## src/rtl/task_trig_pkg.sv

```systemverilog
package task_trig_pkg;
  localparam int ADDR_W = 2;

  typedef enum logic [ADDR_W-1:0] {
    ADDR_PEND  = 2'd0,
    ADDR_FORCE = 2'd1,
    ADDR_CTRL  = 2'd2
  } reg_addr_e;
endpackage

```

## src/rtl/task_trig_rst_sync.sv

```systemverilog
module task_trig_rst_sync #(
  parameter int STAGES = 2
) (
  input  logic clk,
  input  logic rst_n_in,
  output logic rst_n_out
);
  logic [STAGES-1:0] sync_q;

  always_ff @(posedge clk or negedge rst_n_in) begin
    if (!rst_n_in) sync_q <= '0;
    else           sync_q <= {sync_q[STAGES-2:0], 1'b1};
  end

  assign rst_n_out = sync_q[STAGES-1];
endmodule

```

## src/rtl/task_trig_regif.sv

```systemverilog
module task_trig_regif
  import task_trig_pkg::*;
#(
  parameter int N_TASKS = 8,
  parameter int DATA_W  = 16
) (
  input  logic                clk,
  input  logic                rst_n,
  input  logic                bus_wr,
  input  logic                bus_rd,
  input  logic [ADDR_W-1:0]   bus_addr,
  input  logic [DATA_W-1:0]   bus_wdata,
  output logic [DATA_W-1:0]   bus_rdata,
  input  logic                wp_unlock,
  input  logic                ack_valid,
  input  logic [DATA_W-1:0]   ack_operand,
  input  logic [N_TASKS-1:0]  pend,
  output logic [N_TASKS-1:0]  set_vec,
  output logic                ack_en
);
  localparam int PAD_W = DATA_W - N_TASKS;

  logic en_q, en_d;
  logic ctrl_wr, force_wr, ack_fire;
  logic unused_hi;

  assign unused_hi = ^{bus_wdata[DATA_W-1:N_TASKS], ack_operand[DATA_W-1:N_TASKS]};

  always_comb begin
    ctrl_wr  = bus_wr && (bus_addr == ADDR_CTRL);
    force_wr = bus_wr && (bus_addr == ADDR_FORCE) && wp_unlock;
    ack_fire = ack_valid && en_q;
    en_d     = en_q;
    if (ctrl_wr) en_d = bus_wdata[0];
    set_vec = '0;
    if (force_wr) set_vec = set_vec | bus_wdata[N_TASKS-1:0];
    if (ack_fire) set_vec = set_vec | ack_operand[N_TASKS-1:0];
  end

  always_ff @(posedge clk or negedge rst_n) begin
    if (!rst_n)       en_q <= 1'b0;
    else if (ctrl_wr) en_q <= en_d;
  end

  always_comb begin
    bus_rdata = '0;
    if (bus_rd) begin
      case (bus_addr)
        ADDR_PEND: bus_rdata = {{PAD_W{1'b0}}, pend};
        ADDR_CTRL: bus_rdata = {{(DATA_W-1){1'b0}}, en_q};
        default:   bus_rdata = '0;
      endcase
    end
  end

  assign ack_en = en_q;

  assert_force_reads_zero_R4: assert property (@(posedge clk) disable iff (!rst_n)
    (bus_rd && bus_addr == ADDR_FORCE) |-> (bus_rdata == '0));

  assert_ctrl_write_loads_R8: assert property (@(posedge clk) disable iff (!rst_n)
    (bus_wr && bus_addr == ADDR_CTRL) |=> (ack_en == $past(bus_wdata[0])));
endmodule

```

## src/rtl/task_trig_bank.sv

```systemverilog
module task_trig_bank #(
  parameter int N_TASKS = 8
) (
  input  logic               clk,
  input  logic               rst_n,
  input  logic [N_TASKS-1:0] set_vec,
  input  logic [N_TASKS-1:0] clr_vec,
  output logic [N_TASKS-1:0] pend
);
  for (genvar k = 0; k < N_TASKS; k++) begin : g_flag
    logic flag_q, flag_d, flag_ce;

    always_comb begin
      flag_ce = set_vec[k] | clr_vec[k];
      flag_d  = set_vec[k];
    end

    always_ff @(posedge clk or negedge rst_n) begin
      if (!rst_n)       flag_q <= 1'b0;
      else if (flag_ce) flag_q <= flag_d;
    end

    assign pend[k] = flag_q;

    assert_set_wins_R7: assert property (@(posedge clk) disable iff (!rst_n)
      set_vec[k] |=> pend[k]);
    assert_clear_drops_R7: assert property (@(posedge clk) disable iff (!rst_n)
      (clr_vec[k] && !set_vec[k]) |=> !pend[k]);
    assert_idle_holds_R2: assert property (@(posedge clk) disable iff (!rst_n)
      (!clr_vec[k] && !set_vec[k]) |=> $stable(pend[k]));
  end
endmodule

```

## src/rtl/task_trig_flags.sv

```systemverilog
module task_trig_flags
  import task_trig_pkg::*;
#(
  parameter int N_TASKS = 8,
  parameter int DATA_W  = 16
) (
  input  logic               clk,
  input  logic               rst_n,
  input  logic               bus_wr,
  input  logic               bus_rd,
  input  logic [ADDR_W-1:0]  bus_addr,
  input  logic [DATA_W-1:0]  bus_wdata,
  output logic [DATA_W-1:0]  bus_rdata,
  input  logic               wp_unlock,
  input  logic               ack_valid,
  input  logic [DATA_W-1:0]  ack_operand,
  input  logic [N_TASKS-1:0] sched_clr,
  output logic [N_TASKS-1:0] task_pend
);
  logic               rst_sync_n;
  logic [N_TASKS-1:0] set_vec;
  logic               ack_en;

  task_trig_rst_sync #(.STAGES(2)) u_rst_sync (
    .clk(clk), .rst_n_in(rst_n), .rst_n_out(rst_sync_n)
  );

  task_trig_regif #(.N_TASKS(N_TASKS), .DATA_W(DATA_W)) u_regif (
    .clk(clk), .rst_n(rst_sync_n),
    .bus_wr(bus_wr), .bus_rd(bus_rd), .bus_addr(bus_addr),
    .bus_wdata(bus_wdata), .bus_rdata(bus_rdata),
    .wp_unlock(wp_unlock), .ack_valid(ack_valid), .ack_operand(ack_operand),
    .pend(task_pend), .set_vec(set_vec), .ack_en(ack_en)
  );

  task_trig_bank #(.N_TASKS(N_TASKS)) u_bank (
    .clk(clk), .rst_n(rst_sync_n),
    .set_vec(set_vec), .clr_vec(sched_clr), .pend(task_pend)
  );

  assert_locked_force_inert_R3: assert property (@(posedge clk) disable iff (!rst_sync_n)
    (bus_wr && bus_addr == ADDR_FORCE && !wp_unlock && !ack_valid)
      |=> ((task_pend & ~$past(task_pend)) == '0));

  assert_disabled_ack_inert_R6: assert property (@(posedge clk) disable iff (!rst_sync_n)
    (ack_valid && !ack_en && !(bus_wr && bus_addr == ADDR_FORCE))
      |=> ((task_pend & ~$past(task_pend)) == '0));
endmodule

```

## config.mk

```make
export PLATFORM = sky130hd
export DESIGN_NAME = task_trig_flags
export DESIGN_NICKNAME = d
export VERILOG_FILES = /design/src/rtl/task_trig_pkg.sv /design/src/rtl/task_trig_rst_sync.sv /design/src/rtl/task_trig_regif.sv /design/src/rtl/task_trig_bank.sv /design/src/rtl/task_trig_flags.sv
export SDC_FILE = /design/constraint.sdc
export NUM_CORES = 1
export LEC_CHECK = 0
export BUFFER_PORTS_ARGS = -buffer_cell sky130_fd_sc_hd__buf_2
export CAP_MARGIN = 20
export CORE_MARGIN = 4
export CORE_UTILIZATION = 33
export CTS_CLUSTER_SIZE = 30
export DETAILED_ROUTE_END_ITERATION = 10
export HOLD_SLACK_MARGIN = 0.12
export PLACE_DENSITY = 0.78
export SETUP_SLACK_MARGIN = 0.1
export SLEW_MARGIN = 10
export SYNTH_ARGS = -nofsm -noshare
export SYNTH_HDL_FRONTEND = slang
export SYNTH_SLANG_ARGS = --single-unit
```

## constraint.sdc

```tcl
create_clock -name clk -period 0.8 [get_ports clk]
set_clock_uncertainty 0.05 [all_clocks]
set_input_delay 0.04 -clock clk [delete_from_list [all_inputs] [get_ports clk]]
set_output_delay 0.04 -clock clk [all_outputs]
set_load 0.05 [all_outputs]
```

Word level (Yosys, flattened, before mapping)
Index checks and enable logic that the tools add are counted.
{"block": "totals", "register_bits": 11, "inputBits": 48, "output_inout_bits": 24}
{"block": "classes", "n_eq_ne": 2, "reduce_logical": 5, "muxes": 4, "bitwise_logic": 9}
{"operator": "$mux 16", "n": 1}
{"operator": "$mux 8", "n": 2}
{"operator": "$pmux 8 s2", "n": 1}
{"operator": "$or 1x1->1", "n": 8}
{"operator": "$or 8x8->8", "n": 1}
{"operator": "$logic_and 1x1->1", "n": 4}
{"operator": "$eq 2x1->1 const B", "n": 1}
{"operator": "$eq 2x2->1 const B", "n": 1}
{"operator": "$logic_not 2->1", "n": 1}

Longest topological paths before layout
{"block": "depth", "word_depth": 7, "ltp_mapped": 3, "ltp_nobuf": 2}

Hierarchy
From an unflattened synthesis, not the netlist that was laid out.
{"block": "hier_totals", "cells_unflattened": 69, "area_unflattened_um2": 681.9}
{"mod": "task_trig_bank", "n_inst": 1, "cells_per_inst": 32, "area_per_inst_um2": 350.3, "seq_area_each_um2": 200.2}
{"mod": "task_trig_regif", "n_inst": 1, "cells_per_inst": 34, "area_per_inst_um2": 277.8, "seq_area_each_um2": 25.0}
{"mod": "task_trig_rst_sync", "n_inst": 1, "cells_per_inst": 3, "area_per_inst_um2": 53.8, "seq_area_each_um2": 50.0}

Worst setup path before layout
Ideal clock, no wire load.
{"block": "synth_path", "kind": "flip-flop to output port", "start": "register u_bank.g_flag[0].flag_q", "end": "output bus_rdata[0]", "slack_ns": -0.841, "path_stages_with_launch": 3, "arrival_ns": 1.551, "required_time_ns": 0.710, "path_cell_list": "dfrtp_1 -> mux2i_1 -> nor3b_1"}
{"block": "synth_between", "elab_chain_len": 2}
{"element": "from (decl)", "line_no": "task_trig_bank.sv:11", "source": "logic flag_q, flag_d, flag_ce;"}
{"element": "from (signal assigned)", "line_no": "task_trig_bank.sv:20", "source": "else if (flag_ce) flag_q <= flag_d;"}
{"element": "$pmux 8 s2", "line_no": "task_trig_regif.sv:48", "source": "case (bus_addr)"}
{"element": "$mux 16", "line_no": "task_trig_regif.sv:47", "source": "if (bus_rd) begin"}
{"element": "to (decl)", "line_no": "task_trig_flags.sv:13", "source": "output logic [DATA_W-1:0] bus_rdata,"}
Every way passes these cells.

==> results.md <==
* CTS tree: yes
* PnR Total Power at 1.94 mW
* Initial antenna violation count at 0
* CP Cell Sequence: buf_4 > buf_6 > nor2b_1 > a221o_1
* WP data required at 0.90 ns
* Register-to-Register Path Depth at 4
* Drt wl/cell at 13.7 um
* Final HPWL DP at 1330 um
* Commonest non-fill, non-tap cell in the layout: buf_2
* Die area at 2750 sq um
* Post-route setup slack at -0.398 ns
* CP max stage cell: dfrtp_1
* Drt pass-1 iters at 4
* Crit-path max FO at 2
* Seq cells post-synth at 11
* Clk buf depth at 2
* Top cell type's share of synthesized area at 42.2%
* Status: finished with violations
* Max VDD drop at 894 uV
* GR Overflow Total at 0
* Post-synth top area cell: dfrtp_1
* CP endpoint: u_bank.g_flag[0].flag_q$_DFFE_PN0P_
* Final Setup Violations at 25
* Reg2reg start: u_bank.g_flag[0].flag_q$_DFFE_PN0P_
* Vias/cell at 4.47
* Initial Util at 36.2%
* Number of global-route vias before repair at 614
* R2R Setup Slk at -0.40 ns
* Worst Hold Class: in2reg
* CTS Hold Buffers Added at 1
* Mapped Cells at 61
* Max Cap Viol at 0
* Lkg Pwr at 0.550 nW
* Finished Layout Cells at 133
* Max-slew violations at 0
* # diodes at 0
* Top Ports at 72
* Residual DRC count at 0
* Area grow syn2layout at 62.0%
* CP Class: reg2reg
* Total global-route track usage at 13.7%
* Largest net degree at the start of global routing at 10
* Worst hold margin at -0.0539 ns
* Final hold vios at 9
* Max Fclk at 834 MHz
* # clock sinks at 11
* Routed WL at 1820 um
* Total CTS buffers at 3
* Worst EP arrival at 1.30 ns
* Cell count along the critical path at 4
* Clock root cell: clkbuf_4
* CP Launch Type: flop
* Final Util at 58.6%
* Yosys warnings at 0
* First-pass GRT wire length at 2730 um
* Syn Std Cell Area at 652 sq um
* Top cells by area, synth: dfrtp_1 42%, buf_4 18%, a221o_1 12%
* Sequential Power Share at 36.0%
* Sw Ratio at 38.6%
* Register area share after synthesis at 42.2%
* Final period util at 150%
* DR vias at 595
* GP Congestion at 0.659
* Setup WS pre-CTS at -0.317 ns
* Placed cells at 124
* Failing checks: negative hold slack, negative setup slack
* CP delay by family, top: flip-flops
* Core Region at 1800 sq um
* Die Height at 52.4 um
* Width of the die at 52.4 um
* Critical Path Start: u_bank.g_flag[0].flag_q$_DFFE_PN0P_
* Count of unique library cells instantiated by Yosys at 13
* Commonest cells after routing, fill and taps aside: 31 x buf_2, 15 x buf_6, 11 x dfrtp_1
* H-Tree Depth at 1
* Combinational power share at 44.3%
* Internal power at 1.19 mW
* Worst-path clk slew at 0.07 ns
* Filler cells at 153
* Share of cells above drive strength 1 at 63.0%
* Switch Pwr at 0.750 mW
* Port bufs at 47
* Antenna viol nets, final at 0
* Largest stage delay, worst path at 0.40 ns
* Clock power share at 19.7%
* RSZ-0062 raised after global routing: yes
* PwrDens at 1840 nW/um^2
* Clock latency on the worst-skew pair at 0.27 ns
* Buf/Inv on CP at 2
* Syn avg cell area at 10.7 sq um
* Core Rows at 15
* DRT iter0 DRCs at 5
* Period minus WS final at 1.20 ns
* FF-to-FF End: u_bank.g_flag[0].flag_q$_DFFE_PN0P_
* Kind of end point of the critical path: flop
* Final nets at 157
## final cells by class
type                    count  area (sq um)  share of cell area [%]
repair buffers             54           409                    38.7
clock buffers               4          26.3                    2.49
flip-flops and latches     11           275                    26.1
well taps                  25          31.3                    2.96
multi-input cells          39           314                    29.7
## layer usage
layer	share of wire, %	track usage, %	vias to the layer above
met5	0	0	-
met4	0.49	3.83	0
met3	12	5.98	2
met2	55	25.0	33
met1	33	13.9	279
li1	-	-	281
## worst min path at each step
stage | from | to | slack, ns | cells past startpoint
CTS | ack_operand[6] | u_bank.g_flag[6].flag_q$_DFFE_PN0P_ | -0.06 | 2
detailed placement | rst_n | u_rst_sync.sync_q[0]$_DFF_PN0_ | -0.22 | 1
global placement | rst_n | u_rst_sync.sync_q[0]$_DFF_PN0_ | -0.22 | 1
finish | ack_operand[6] | u_bank.g_flag[6].flag_q$_DFFE_PN0P_ | -0.05 | 2
global route | bus_wdata[2] | u_bank.g_flag[2].flag_q$_DFFE_PN0P_ | -0.06 | 2
floorplan | rst_n | u_rst_sync.sync_q[0]$_DFF_PN0_ | -0.31 | 0
## through the flow
| stage | TNS [ns] | cell area (sq um) |
|---|---|---|
| after floorplan | -2.48 | 719 |
| after global placement | -4.17 | 865 |
| after detailed placement | -4.67 | 865 |
| after CTS | -6.36 | 1020 |
| after global routing | -7.38 | 1060 |
| final | -6.54 | 1060 |
## cell usage after synthesis
cell type / instances
buf_4: 16
dfrtp_1: 11
a221o_1: 8
and2_1: 8
nor2b_1: 8
conb_1: 2
nor3b_1: 2
and4b_1: 1
buf_6: 1
clkbuf_1: 1
mux2_2: 1
mux2i_1: 1
nand3b_1: 1
## timing repair
| action | 4_1_cts | 5_1_grt |
|---|---|---|
| buffers inserted | 2 | 2 |
| endpoints found under the setup margin | 25 | 25 |
| resized for setup | 35 | 5 |
| endpoints found under the hold margin | 20 | 11 |
## cells by family (layout without fill, tap and decap cells)
kind of cell	Yosys count	count (layout)	synth area share [%]
other	2	9	1.15
buffers and inverters	18	58	20.7
AO/OA/AOI/OAI	8	8	12.3
flip-flops	11	11	42.2
AND/OR/NAND/NOR	20	20	20.3
multiplexers	2	2	3.26
## flip-flops by register name, summed over array words and instances, names as in the netlist
signal,count
u_bank.g_flag.flag_q,8
u_regif.ack_en,1
u_rst_sync.sync_q,2
## power groups by stage
stage / Combinational (mW) / Sequential, mW / Clock, mW
3_5_place_dp: 0.673 / 0.694 / 0
5_1_grt: 0.903 / 0.712 / 0.418
3_3_place_gp: 0.663 / 0.690 / 0
6_report: 0.859 / 0.699 / 0.382
4_1_cts: 0.806 / 0.699 / 0.388
2_1_floorplan: 0.616 / 0.680 / 0
No activity file was read; power rests on OpenSTA's default activity.
